## src/rtl/jsr_pkg.sv

```systemverilog
package jsr_pkg;
  localparam int LEN_W = 2;
  localparam int PH_W  = 3;

  typedef struct packed {
    logic capture;
    logic pushLo;
    logic pushHi;
    logic loadPc;
  } dpCtrl_t;

  typedef struct packed {
    logic            legal;
    logic [LEN_W-1:0] len;
    logic [PH_W-1:0]  lastIdx;
  } callInfo_t;

  function automatic callInfo_t decodeCall(input logic [7:0] op);
    callInfo_t r;
    r.legal = 1'b1;
    case (op)
      8'hBD: begin r.len = 2'd2; r.lastIdx = 3'd4; end
      8'hCD: begin r.len = 2'd3; r.lastIdx = 3'd5; end
      8'hDD: begin r.len = 2'd3; r.lastIdx = 3'd6; end
      8'hED: begin r.len = 2'd2; r.lastIdx = 3'd5; end
      8'hFD: begin r.len = 2'd1; r.lastIdx = 3'd4; end
      default: begin r.legal = 1'b0; r.len = '0; r.lastIdx = '0; end
    endcase
    return r;
  endfunction
endpackage

```

## src/rtl/jsr_ctrl.sv

```systemverilog
module jsr_ctrl
  import jsr_pkg::*;
(
  input  logic             clk,
  input  logic             rstN,
  input  logic             start,
  input  logic [7:0]       opcode,
  output dpCtrl_t          ctrl,
  output logic [LEN_W-1:0] len,
  output logic             busy,
  output logic             done,
  output logic             illegal
);
  typedef enum logic {IDLE, RUN} state_t;
  state_t          state;
  logic [PH_W-1:0] phase;
  logic [PH_W-1:0] lastIdx;
  callInfo_t       info;

  always_comb info = decodeCall(opcode);

  always_ff @(posedge clk) begin
    if (!rstN) begin
      state   <= IDLE;
      phase   <= '0;
      lastIdx <= '0;
      illegal <= 1'b0;
    end else begin
      illegal <= 1'b0;
      case (state)
        IDLE: if (start) begin
          if (info.legal) begin
            state   <= RUN;
            phase   <= '0;
            lastIdx <= info.lastIdx;
          end else begin
            illegal <= 1'b1;
          end
        end
        RUN: begin
          if (phase == lastIdx) state <= IDLE;
          else phase <= phase + 1'b1;
        end
        default: state <= IDLE;
      endcase
    end
  end

  always_comb begin
    busy         = (state == RUN);
    done         = busy && (phase == lastIdx);
    len          = info.len;
    ctrl.capture = (state == IDLE) && start && info.legal;
    ctrl.pushLo  = busy && (phase == PH_W'(0));
    ctrl.pushHi  = busy && (phase == PH_W'(1));
    ctrl.loadPc  = busy && (phase == lastIdx - 1'b1);
  end

  // done lasts one cycle and ends the call
  assert_single_done_R7: assert property (@(posedge clk) disable iff (!rstN)
    done |=> !busy && !done);
  // once running, a new start cannot restart the phase sequence
  assert_no_restart_R9: assert property (@(posedge clk) disable iff (!rstN)
    busy && !done |=> busy);
endmodule

```

## src/rtl/jsr_datapath.sv

```systemverilog
module jsr_datapath
  import jsr_pkg::*;
#(
  parameter int DATA_W = 8,
  parameter int SP_W   = 8,
  parameter logic [2*DATA_W-SP_W-1:0] STACK_PAGE = '0
) (
  input  logic                clk,
  input  logic                rstN,
  input  dpCtrl_t             ctrl,
  input  logic [LEN_W-1:0]    len,
  input  logic [2*DATA_W-1:0] targetAddr,
  input  logic [2*DATA_W-1:0] curPc,
  input  logic [SP_W-1:0]     curSp,
  output logic                memWe,
  output logic [2*DATA_W-1:0] memAddr,
  output logic [DATA_W-1:0]   memWdata,
  output logic [2*DATA_W-1:0] newPc,
  output logic [SP_W-1:0]     newSp
);
  localparam int PC_W = 2 * DATA_W;

  logic [PC_W-1:0] retAddr;
  logic [PC_W-1:0] tgtReg;
  logic [PC_W-1:0] pcReg;
  logic [SP_W-1:0] spReg;

  always_ff @(posedge clk) begin
    if (!rstN) begin
      retAddr <= '0;
      tgtReg  <= '0;
      pcReg   <= '0;
      spReg   <= '0;
    end else begin
      if (ctrl.capture) begin
        retAddr <= curPc + {{(PC_W-LEN_W){1'b0}}, len};
        tgtReg  <= targetAddr;
        spReg   <= curSp;
      end
      if (ctrl.pushLo || ctrl.pushHi) spReg <= spReg - 1'b1;
      if (ctrl.loadPc) pcReg <= tgtReg;
    end
  end

  always_comb begin
    memWe    = ctrl.pushLo || ctrl.pushHi;
    memAddr  = {STACK_PAGE, spReg};
    memWdata = ctrl.pushLo ? retAddr[DATA_W-1:0]
             : ctrl.pushHi ? retAddr[PC_W-1:DATA_W] : '0;
    newPc    = pcReg;
    newSp    = spReg;
  end
endmodule

```

## src/rtl/jsr_push_seq.sv

```systemverilog
module jsr_push_seq
  import jsr_pkg::*;
#(
  parameter int DATA_W = 8,
  parameter int SP_W   = 8,
  parameter logic [2*DATA_W-SP_W-1:0] STACK_PAGE = '0
) (
  input  logic                clk,
  input  logic                rstN,
  input  logic                start,
  input  logic [7:0]          opcode,
  input  logic [2*DATA_W-1:0] targetAddr,
  input  logic [2*DATA_W-1:0] curPc,
  input  logic [SP_W-1:0]     curSp,
  output logic                busy,
  output logic                done,
  output logic                illegal,
  output logic                memWe,
  output logic [2*DATA_W-1:0] memAddr,
  output logic [DATA_W-1:0]   memWdata,
  output logic [2*DATA_W-1:0] newPc,
  output logic [SP_W-1:0]     newSp
);
  dpCtrl_t          ctrl;
  logic [LEN_W-1:0] len;

  jsr_ctrl uCtrl (
    .clk(clk), .rstN(rstN), .start(start), .opcode(opcode),
    .ctrl(ctrl), .len(len), .busy(busy), .done(done), .illegal(illegal)
  );

  jsr_datapath #(.DATA_W(DATA_W), .SP_W(SP_W), .STACK_PAGE(STACK_PAGE)) uDp (
    .clk(clk), .rstN(rstN), .ctrl(ctrl), .len(len),
    .targetAddr(targetAddr), .curPc(curPc), .curSp(curSp),
    .memWe(memWe), .memAddr(memAddr), .memWdata(memWdata),
    .newPc(newPc), .newSp(newSp)
  );

  // stack writes happen only inside a call
  assert_we_in_busy_R10: assert property (@(posedge clk) disable iff (!rstN)
    memWe |-> busy);
  // the first busy cycle is a write
  assert_first_write_R3: assert property (@(posedge clk) disable iff (!rstN)
    $rose(busy) |-> memWe);
  // second write goes one byte lower within the page
  assert_hi_below_lo_R4: assert property (@(posedge clk) disable iff (!rstN)
    memWe && $past(memWe) |->
      memAddr[SP_W-1:0] == SP_W'($past(memAddr[SP_W-1:0]) - 1'b1));
  // rejected opcode produces no activity
  assert_illegal_quiet_R8: assert property (@(posedge clk) disable iff (!rstN)
    illegal |-> !busy && !memWe);
endmodule

```

## config.mk

```make
export PLATFORM = sky130hd
export DESIGN_NAME = jsr_push_seq
export DESIGN_NICKNAME = d
export VERILOG_FILES = /design/src/rtl/jsr_pkg.sv /design/src/rtl/jsr_ctrl.sv /design/src/rtl/jsr_datapath.sv /design/src/rtl/jsr_push_seq.sv
export SDC_FILE = /design/constraint.sdc
export NUM_CORES = 1
export LEC_CHECK = 0
export CORE_UTILIZATION = 49
export DETAILED_ROUTE_END_ITERATION = 10
export HOLD_SLACK_MARGIN = 0.03
export PLACE_DENSITY = 0.94
export SLEW_MARGIN = 20
export SYNTH_ARGS = -nofsm -noshare
export SYNTH_HDL_FRONTEND = slang
export SYNTH_SLANG_ARGS = --single-unit
export TNS_END_PERCENT = 20
```

## constraint.sdc

```tcl
create_clock -name clk -period 4.43 [get_ports clk]
set_input_delay 0.886 -clock clk [delete_from_list [all_inputs] [get_ports clk]]
set_output_delay 0.886 -clock clk [all_outputs]
set_load 0.05 [all_outputs]
```

Yosys cells after proc, flatten, opt, wreduce, memory -nomap -nowiden
Index checks and enable logic that the tools add are counted.

Add/subtract/negate cells: 4. Equality and inequality tests: 11. Muxes and demuxes: 15. Bitwise logic cells: 3. Reductions and logical operators: 13.

Operators by type and width (number): 8-bit == test, second input constant (5); 8-bit 2-to-1 mux (4); 5-bit one-hot mux with 5 select lines (1); 16-bit by 2-bit adder with 16-bit output (1); 3-bit 2-to-1 mux (3); 8-bit by 1-bit subtractor with 8-bit output, second input constant (1); 3-bit == test (2); 1-bit logical AND (6); 3-bit one-hot mux with 2 select lines (1); 3-bit AND reduction (2); 1-bit 2-to-1 mux (5); 5-bit OR reduction (1); 2-bit != test, second input constant (2); 3-bit by 1-bit adder with 3-bit output, second input constant (1); 3-bit by 1-bit == test with 1-bit output, second input constant (1); 3-bit zero test (1); 1-bit NOT (3); 3-bit OR reduction (1); 3-bit by 1-bit subtractor with 3-bit output, second input constant (1); 2-bit by 1-bit != test with 1-bit output, second input constant (1); 1-bit one-hot mux with 2 select lines (1); 2-bit nonzero test (1); 1-bit logical OR (1).

Flip-flop bits (word level): 64. Output and inout port bits: 52. Logic and storage cells: 54.

Depth between registers and ports, before layout
Gate-level depths: netlist of the first run.

Depth after elaboration: 6. Gate-level depth with buffers: 8. Gate-level depth less buffers: 8.

Modules after synthesis
A second synthesis of the first run with hierarchy kept.

Cells, all modules: 371. Area, all modules: 3388.2 µm².

Modules (own cells, without submodules): jsr_datapath (instances 1, cells each 310, area an instance 2835.2 µm², seq. area each 1121.1 µm²); jsr_ctrl (instances 1, cells each 61, area an instance 553.0 µm², seq. area each 160.2 µm²).

Least setup slack after synthesis of the first run
OpenSTA, ideal clock, no wires.

Path type: register to output. Start: register uCtrl.state, in the netlist uCtrl.busy. End: output port done. Arrival time: 2.441 ns. Path slack: 1.103 ns. Stages on the path, launching flop included: 2. Cell sequence: dfxtp_1 -> nor4b_1.

Longest elaborated chain between the ends: 1.

Ends and longest elaborated chain: start: declaration (RTL line jsr_ctrl.sv:15) `state_t state;`; start signal: assignment (RTL line jsr_ctrl.sv:24) `state <= IDLE;`; start signal: assignment (RTL line jsr_ctrl.sv:33) `state <= RUN;`; start signal: assignment (RTL line jsr_ctrl.sv:41) `if (phase == lastIdx) state <= IDLE;`; 1-bit logical AND (RTL line jsr_ctrl.sv:51) `done = busy && (phase == lastIdx);`; end: declaration (RTL line jsr_push_seq.sv:16) `output logic done,`.

Every way passes these cells.

Final worst setup path of the first run
Start: register uCtrl.phase[0]. End: output port memWe.

Longest elaborated chain between the ends: 3. Elaborated cells between the ends (all ways): 5. Classes of those cells: 1 x eq/ne; 4 x reduce/logical.

Ends and longest elaborated chain: start: declaration (RTL line jsr_ctrl.sv:16) `logic [PH_W-1:0] phase;`; start signal: assignment (RTL line jsr_ctrl.sv:42) `else phase <= phase + 1'b1;`; 3-bit by 1-bit == test with 1-bit output or 3-bit zero test (tied branches) (RTL line jsr_ctrl.sv:55, jsr_ctrl.sv:54); 1-bit logical AND (on tied branches) (RTL line jsr_ctrl.sv:55, jsr_ctrl.sv:54); 1-bit logical OR (*) (RTL line jsr_datapath.sv:46) `memWe = ctrl.pushLo || ctrl.pushHi;`; end: declaration (RTL line jsr_push_seq.sv:18) `output logic memWe,`.

Mark *: on every way between the ends. The rest lies on a longest branch, timed or not.

==> results by stage, run 1 <==
Synthesis:
- Yosys instantiated no cell more often than dfxtp_1.
- The number of flops mapped to enable cells by yosys is 0.
- Dividing the synthesized area by the synthesized cell count gives 9.28 sq um.
- The number of warnings issued by yosys is 0.
- The commonest cells after synthesis are 64 x dfxtp_1, 40 x nor2_1, 26 x a21oi_1.
- The largest total area in the synthesized netlist belongs to dfxtp_1.
- The fraction of the mapped netlist area in compound gates is 0.181.
- In the post-synthesis netlist, the biggest area contributors are dfxtp_1 41%, a22o_1 6.8%, mux2i_1 5.2%, nor2_1 4.8%, buf_4 4.3%.
- The post-synthesis share of cell area spent on full adders, half adders and majority gates is 0.0346.
- The share of synthesized flip-flops with an asynchronous set or reset is 0.
- For this run, the register share of the synthesized area comes to 0.412.
- The top cell type's share of synthesized area is 0.412.
- The number of storage elements in the synthesis netlist is 64.
- The gate count after technology mapping is between 300 and 400.
- After synthesis, the largest family of logic cells by area is compound AO/OA/AOI/OAI gates.
- The flip-flop cell with the highest count after synthesis is dfxtp_1.
- The multiplexer share of the synthesized area is 0.0551.
- The netlist area before placement is 0.00311 sq mm.
- Synthesis instantiated between 50 and 60 different standard cells from the library.
- Of the total synthesized cell area, the portion taken by XOR and XNOR cells is 0.0575.
- Of the total synthesized cell area, the portion taken by AND, OR, NAND and NOR gates is 0.173.

Finish:
- The repair_antennas step left the layout with diodes totalling 0.
- The post-route cell area is 0.00419 sq mm.
- The layout-stage area growth over the synthesis result is 34.8%.
- The share of layout cells above drive strength 1 is 0.0736.
- The net count reported at finish is between 400 and 500.
- The register area is 0.00128 sq mm.
- Summing all multi-input logic gate instances after layout gives approximately 0.0016 sq mm.
- The layout has ~460 filler cells.

Flow run:
- The count of maximum capacitance violations is 0.

Clocking:
- The number of gates resized after CTS was 0.
- The number of hold-repair buffers added at the cts stage is 0.
- CTS placed an instance of clkbuf_8 at the clock tree root.
- Buffers inserted during clock tree synthesis total 9.
- TritonCTS built the clock tree.
- The number of setup buffers added after CTS is 0.
- Clock-pin slew was measured on the worst setup and hold paths at 0.07 ns.
- The maximum root-to-sink buffer count is 2.
- The number of H-tree levels is 3.
- The clock reaches the later pin of the worst-skew pair after roughly 0.35 ns.
- The tree built by TritonCTS fans out to 64 sinks.

Floorplanning:
- The die is about 82 microns tall.
- The number of top-level pins is around 100.
- Row generation in the floorplan step produced 28 rows.
- The width of the chip is 81.7 microns.
- The die footprint is ~0.0067 sq mm.
- The starting density of the core is 0.516.
- The standard cell core area is between 0.006 and 0.007 sq mm.

Global route:
- The overall global routing resource usage is 0.244.
- The first global-routing pass estimated approximately 12000 microns of wire.
- After global routing the overflow that remains totals 0.
- The number of global-route vias before repair is 2580.
- Entering global routing, the biggest net connects 32 pins.
- The number of antenna violations at the first check in global routing is 0.

Drt:
- The total number of vias is roughly 2800.
- Before antenna repair, the detailed router went through 5 iterations.
- In this run, the number of DRC markers left after iteration 0 of detailed routing was around 190.
- The wire length on met3 is approximately 370 microns.
- Signal routing reaches up to met4.
- For this run, design rule violations remaining after detail routing come to 0.
- The count of nets left with antenna violations once routing finished came out at 0.
- The met1 layer wirelength in the final routing is between 3000 and 4000 microns.
- Summed over all layers, the routed wires come to between 7000 and 8000 microns.
- The detailed-routed wire length on met2 is between 3000 and 4000 microns.
- Dividing the detail-routed via count by the number of cells gives ~5.6.
- The routed wirelength normalized by instance count is roughly 15 microns.

Placement:
- Input and output buffers added on the ports amount to 94.
- The congestion estimate from routability-driven global placement came to around 0.87.
- The half-perimeter wire length after detailed placement is ~5500 microns.
- The area after detailed placement is slightly below 0.004 sq mm.

Timing:
- The worst slew slack as a fraction of its limit is 0.582.
- Hold timing on the final database bottoms out at a slack of a little under 0.5 ns.
- Across the routed clock network, the largest skew measured is roughly 0.009 ns.
- The number of max-slew violations in the final report is 0.
- Of the available clock period, the critical path in the final layout requires 0.800.
- Setup total negative slack on the finished layout was measured at 0 ns.
- The measured slew at the worst slew-check pin is 0.625 ns.
- The fmax is ~280 MHz.
- The number of hold violations in the final report came to 0.
- Setup violations remaining at the end of the flow were counted as 0.
- Setup repair after global routing left no endpoint under its margin.
- The worst path in the final design needs a cycle of between 3 and 4 ns, including I/O delays and setup.

Worst setup path:
- The worst setup path is of the reg2out kind.
- The source of the worst register-to-register timing path is uCtrl.phase[0]$_SDFFE_PN0P_.
- The worst setup path is captured at a primary output.
- The required time of the critical path is about 3.5 ns.
- The worst setup slack for register-to-register paths is about 2.2 ns.
- Of all nets on the critical path, the largest fanout is 18.
- The worst setup path is launched from a flop.
- The critical path arrival is 2.66 ns.
- The number of cells on the worst reg-to-reg path is 7.
- The endpoint identified for the worst register-to-register timing path is uDp.newSp[7]$_SDFFE_PN0P_.

Min path:
- The startpoint identified for the worst hold timing path is uDp.retAddr[0]$_SDFFE_PN0P_.
- Along the worst hold path, the cell count comes to 1.
- The end point of the most critical hold path is uDp.retAddr[0]$_SDFFE_PN0P_.
- The path type of the worst min-delay path is reg2reg.

Power and ir drop:
- The power density over the cells is between 200 and 300 mW/mm^2.
- The leakage dissipation is approximately 0.0017 uW.
- VDD sags by at most approximately 0.00023 V.
- The post-layout total power is 1260 uW.

Run status:
- The run finished with clean final reports.
[critical path, stage by stage, from the launching register on]
cell and delay, ns:
dfxtp_1 0.38, inv_1 0.12, ha_1 0.55, or2_4 0.24, nand2_2 0.08, inv_1 0.12, clkdlybuf4s50_1 0.83
[layer usage]
| layer | vias to the layer above | track usage |
|---|---|---|
| li1 | 1335 | - |
| met1 | 1297 | 0.296 |
| met2 | 100 | 0.402 |
| met3 | 27 | 0.0733 |
| met4 | 0 | 0.105 |
| met5 | - | 0 |
[where the power goes]
part | switching [uW] | internal (uW)
registers | 2.55 | 578
clock network | 241 | 322
logic | 58.5 | 54.4
[placed cells by master, fill, tap and decap left out, drive strengths merged, types with 3 or more instances in the layout]
master         netlist  final
dfxtp               64     64
inv                 10     12
clkbuf               6      9
nand4                8      8
and4                 3      3
xnor2                4      4
mux2i               16     16
xor2                13     13
nand2               16     16
a21oi               26     26
or3                  3      3
nand3               13     13
a31oi                5      5
a22oi                3      3
o311ai               5      5
ha                   7      7
nor2                40     40
conb                 1      8
a22o                24     24
nor3                 3      3
clkdlybuf4s50        0     94
o21ai               10     10
buf                 28      3
[worst max path at each step]
stage / cells after the start / endpoint / slack [ns] / startpoint
after floorplan: 1 / done / 1.10 / uCtrl.busy$_SDFF_PN0_
after global placement: 9 / uDp.retAddr[12]$_SDFFE_PN0P_ / 1.33 / opcode[0]
after CTS: 6 / memWe / 0.88 / uCtrl.phase[0]$_SDFFE_PN0P_
final: 6 / memWe / 0.89 / uCtrl.phase[0]$_SDFFE_PN0P_
after detailed placement: 9 / uDp.retAddr[14]$_SDFFE_PN0P_ / 1.23 / opcode[0]
after global routing: 6 / memWe / 0.74 / uCtrl.phase[0]$_SDFFE_PN0P_
[area by class of cell]
cell class              count  area share
clock buffers               9      0.0296
clock inverters             7      0.0245
inverters                  10     0.00896
multi-input cells         234       0.379
flip-flops and latches     64       0.306
well taps                  75      0.0224
repair buffers             97       0.230
[metrics by stage]
stage	cells	util	setup slack (ns)
finish	496	0.696	0.888
global route	496	0.696	0.742
CTS	496	0.696	0.876
detailed placement	480	0.658	1.23
global placement	480	0.658	1.33
floorplan	342	-	1.10
[registers in the layout (all words and copies together) (netlist names)]
name,count
uCtrl.busy,1
uCtrl.illegal,1
uCtrl.lastIdx,3
uCtrl.phase,3
uDp.newPc,16
uDp.newSp,8
uDp.retAddr,16
uDp.tgtReg,16
[kinds of logic after synthesis]
| family | count (synthesis) |
|---|---|
| other | 1 |
| xor gates and xnor gates | 18 |
| and+or+nand+nor | 101 |
| adders and majority gates | 8 |
| buffers and inverters | 44 |
| muxes | 17 |
| DFF | 64 |
| AOI/OAI and AO/OA | 82 |
Power figures use the tool's default switching activity.
==> inputs of run 2 (changes only) <==
--- a/config.mk
+++ b/config.mk
@@ -5,10 +5,10 @@
 export SDC_FILE = /design/constraint.sdc
 export NUM_CORES = 1
 export LEC_CHECK = 0
-export CORE_UTILIZATION = 49
+export CORE_UTILIZATION = 46
 export DETAILED_ROUTE_END_ITERATION = 10
 export HOLD_SLACK_MARGIN = 0.03
-export PLACE_DENSITY = 0.94
+export PLACE_DENSITY = 0.89
 export SLEW_MARGIN = 20
 export SYNTH_ARGS = -nofsm -noshare
 export SYNTH_HDL_FRONTEND = slang
==> constraint.sdc (replaced) <==
create_clock -name clk -period 3.41 [get_ports clk]
set_input_delay 0.682 -clock clk [delete_from_list [all_inputs] [get_ports clk]]
set_output_delay 0.682 -clock clk [all_outputs]
set_load 0.05 [all_outputs]
==> run 2 against run 1 <==
The run now ends with DRC left; sequential cell count is the same; via count down 0.69%; critical path depth unchanged; final area barely moved; global-route usage is 2.5 points lower.
==> results by stage, run 2 (same netlist as run 1, synthesis figures left out) <==
Run status:
- Run status: finished with violations (was finished clean).
- The checks that failed: DRC.

Finish:
- The filler cell count in the final layout was 527 (was 459).
- The layout-stage area growth over the synthesis result was 34.7% (was 34.8%).
- Top library cells by usage in the layout, fill and taps aside: 94 x clkdlybuf4s50_1, 64 x dfxtp_1, 40 x nor2_1 (unchanged).
- The core occupancy in the finished layout came to 0.652 (was 0.696).
- The area occupied by multi-input gates was 0.00159 sq mm (about the same).
- The commonest non-fill, non-tap cell in the layout is clkdlybuf4s50_1 (unchanged).
- The antenna cell count was 0 (unchanged).
- The net count reported at finish came to 475 (unchanged).
- The share of layout cells above drive strength 1 is 0.0760 (was 0.0736).
- The register area is 0.00128 sq mm (unchanged).
- The post-route cell area is 0.00419 sq mm (about the same).

Power and ir drop:
- The leakage dissipation came to 0.00167 uW (was 0.00168 uW).
- The post-layout total power is 1610 uW (was 1260 uW).
- The largest vdd supply drop was 0.000224 V (was 0.000234 V).
- The power density over the cells was 385 mW/mm^2 (was 300 mW/mm^2).

Floorplanning:
- The standard cell core area is 0.00642 sq mm (was 0.00603 sq mm).
- The number of top-level pins is 103 (unchanged).
- The die footprint is 0.00709 sq mm (was 0.00667 sq mm).
- The width of the chip came to 84.2 microns (was 81.7 microns).
- The vertical die dimension was 84.2 microns (was 81.7 microns).
- The number of cell rows was 29 (was 28).
- The starting density of the core is 0.484 (was 0.516).

Worst setup path:
- The type of origin of the critical path is a flop (unchanged).
- The family of cells with the greatest summed delay on the critical path is buffers and inverters (unchanged).
- The critical path capture point type is a primary output (unchanged).
- The source of the worst register-to-register timing path is uCtrl.phase[1]$_SDFFE_PN0P_ (was uCtrl.phase[0]$_SDFFE_PN0P_).
- The worst setup slack for register-to-register paths was 1.43 ns (was 2.23 ns).
- The end of the worst register-to-register path is uDp.newSp[7]$_SDFFE_PN0P_ (unchanged).
- The type of the worst setup path is reg2out (unchanged).
- The buffering stage count on the worst path with inverters included is 1 (was 3).
- Cell Chain, Critical Path: ha_1 > nand2_1 > nor2_1 > a21oi_1 > nor2_1 > clkdlybuf4s50_1 (was inv_1 > ha_1 > or2_4 > nand2_2 > inv_1 > clkdlybuf4s50_1).
- The depth of the worst register-to-register path is 7 (unchanged).
- The depth of the critical timing path with buffers and inverters included is 6 (unchanged).
- The maximum cell stage delay along the critical path is 0.83 ns (about the same).
- The capturing element of the worst setup path was memWdata[4] (was memWe).
- The startpoint of the most critical setup path was uCtrl.phase[0]$_SDFFE_PN0P_ (unchanged).
- The most frequent cell on the critical path is nor2_1 (was inv_1).
- The critical path arrival is 2.45 ns (was 2.66 ns).
- The cell with the biggest individual delay on the critical path is clkdlybuf4s50_1 (unchanged).
- The required time of the critical path is 2.73 ns (was 3.54 ns).
- The maximum fanout count along the critical path is 10 (was 18).

Min path:
- The cell depth of the worst min-delay path was 1 (unchanged).
- The path type of the worst min-delay path is reg2reg (unchanged).

Timing:
- The number of max-slew violations in the final report came to 0 (unchanged).
- After layout, the minimum clock period comes to about 3.1 ns.
- The fmax is about 320 MHz.
- The share of the cycle needed by the critical path after routing is 0.919.
- The number of hold violations in the final report is 0 (unchanged).
- The clock tree skew after final layout is 0.0115 ns (was 0.00899 ns).
- The measured slew at the worst slew-check pin is 0.531 ns (was 0.625 ns).
- Unrepaired setup endpoints after global routing: no (unchanged).
- The worst slew slack as a fraction of its limit came to 0.645 (was 0.582).
- The final-report setup violation count is 0 (unchanged).
- The accumulated negative setup slack came to 0 ns (unchanged).

Drt:
- The number of remaining DRC errors came to 10 (was 0).
- The first-iteration detailed-routing DRC count came to 175 (was 187).
- The total number of vias is 2740 (was 2759).
- The number of vias per cell came to 5.50 (was 5.56).
- The detailed-route wire length came to 7510 microns (was 7640 microns).
- The routed wirelength normalized by instance count is 15.1 microns (was 15.4 microns).
- The number of iterations in the first detailed-routing pass was 7 (was 5).
- The number of routed nets with antenna violations is 0 (unchanged).

Clocking:
- The maximum root-to-sink buffer count is 2 (unchanged).
- The buffer count from post-CTS setup fixing came to 0 (unchanged).
- The number of cells upsized or downsized after cts was 0 (unchanged).
- The clock sink count came to 64 (unchanged).
- The root buffer cell is clkbuf_8 (unchanged).
- The clock-pin slew on the worst setup and hold paths is 0.07 ns (about the same).
- The TritonCTS buffer count is 9 (unchanged).
- The number of hold-repair buffers added at the cts stage is 0 (unchanged).
- The TritonCTS clock tree is built (unchanged).
- The clock latency on the worst-skew pair came to 0.34 ns (was 0.35 ns).
- The number of H-tree levels is 3 (unchanged).

Global route:
- The maximum number of pins on one net before global-route repair is 30 (was 32).
- The number of global-route vias before repair is 2672 (was 2580).
- The residual overflow from global routing was 0 (unchanged).
- The number of antenna violations at the first check in global routing is 0 (unchanged).
- The global-route wire length before repair was 12300 microns (was 12200 microns).
- The overall global routing resource usage is 0.220 (was 0.244).

Placement:
- The port buffer count is 94 (unchanged).
- The routability-driven placement congestion ratio is 0.842 (was 0.867).
- The half-perimeter wire length after detailed placement is 5480 microns (about the same).
- The area after detailed placement is 0.00397 sq mm (about the same).

Flow run:
- The count of maximum capacitance violations is 0 (unchanged).
[run 2: worst reg2reg max path: stages (launching register included)]
cell,delay (ns)
dfxtp_1,0.42
inv_1,0.09
ha_1,0.31
or2_4,0.31
nand2_2,0.10
inv_1,0.09
mux2_2,0.29
o221a_2,0.24
[run 2: layout make-up]
cell class	count	share of cell area
inverter	10	0.00896
multi-input combinational	234	0.380
timing repair buffer	97	0.230
clock inverter	7	0.0227
sequential	64	0.306
tap	77	0.0230
clock buffer	9	0.0296
[run 2: metal layers]
layer / vias up / GRT usage / wire, microns
li1: 1337 / - / -
met1: 1281 / 0.266 / 3160
met2: 102 / 0.373 / 3750
met3: 20 / 0.0334 / 369
met4: 0 / 0.125 / 222
met5: - / 0 / 0
[run 2: where the power goes]
| part | total (uW) | internal, uW | switching [uW] |
|---|---|---|---|
| Clock | 714 | 412 | 301 |
| Combinational | 147 | 70.6 | 75.9 |
| Sequential | 754 | 751 | 3.18 |
| Total | 1610 | 1230 | 380 |
[run 2: worst min path at each step]
stage	from	end	slack [ns]
3_3_place_gp	uDp.tgtReg[8]$_SDFFE_PN0P_	uDp.tgtReg[8]$_SDFFE_PN0P_	0.46
6_report	uDp.tgtReg[15]$_SDFFE_PN0P_	uDp.tgtReg[15]$_SDFFE_PN0P_	0.48
5_1_grt	uDp.tgtReg[14]$_SDFFE_PN0P_	uDp.tgtReg[14]$_SDFFE_PN0P_	0.50
3_5_place_dp	uDp.tgtReg[15]$_SDFFE_PN0P_	uDp.tgtReg[15]$_SDFFE_PN0P_	0.46
4_1_cts	uDp.tgtReg[15]$_SDFFE_PN0P_	uDp.tgtReg[15]$_SDFFE_PN0P_	0.48
2_1_floorplan	uDp.tgtReg[0]$_SDFFE_PN0P_	uDp.tgtReg[0]$_SDFFE_PN0P_	0.45
[run 2: metrics by stage]
step / instances / worst slack (ns) / hold slack [ns]
6_report: 498 / 0.275 / 0.481
5_1_grt: 498 / 0.107 / 0.499
4_1_cts: 498 / 0.124 / 0.484
3_5_place_dp: 482 / 0.379 / 0.463
3_3_place_gp: 482 / 0.487 / 0.460
2_1_floorplan: 342 / 0.287 / 0.448
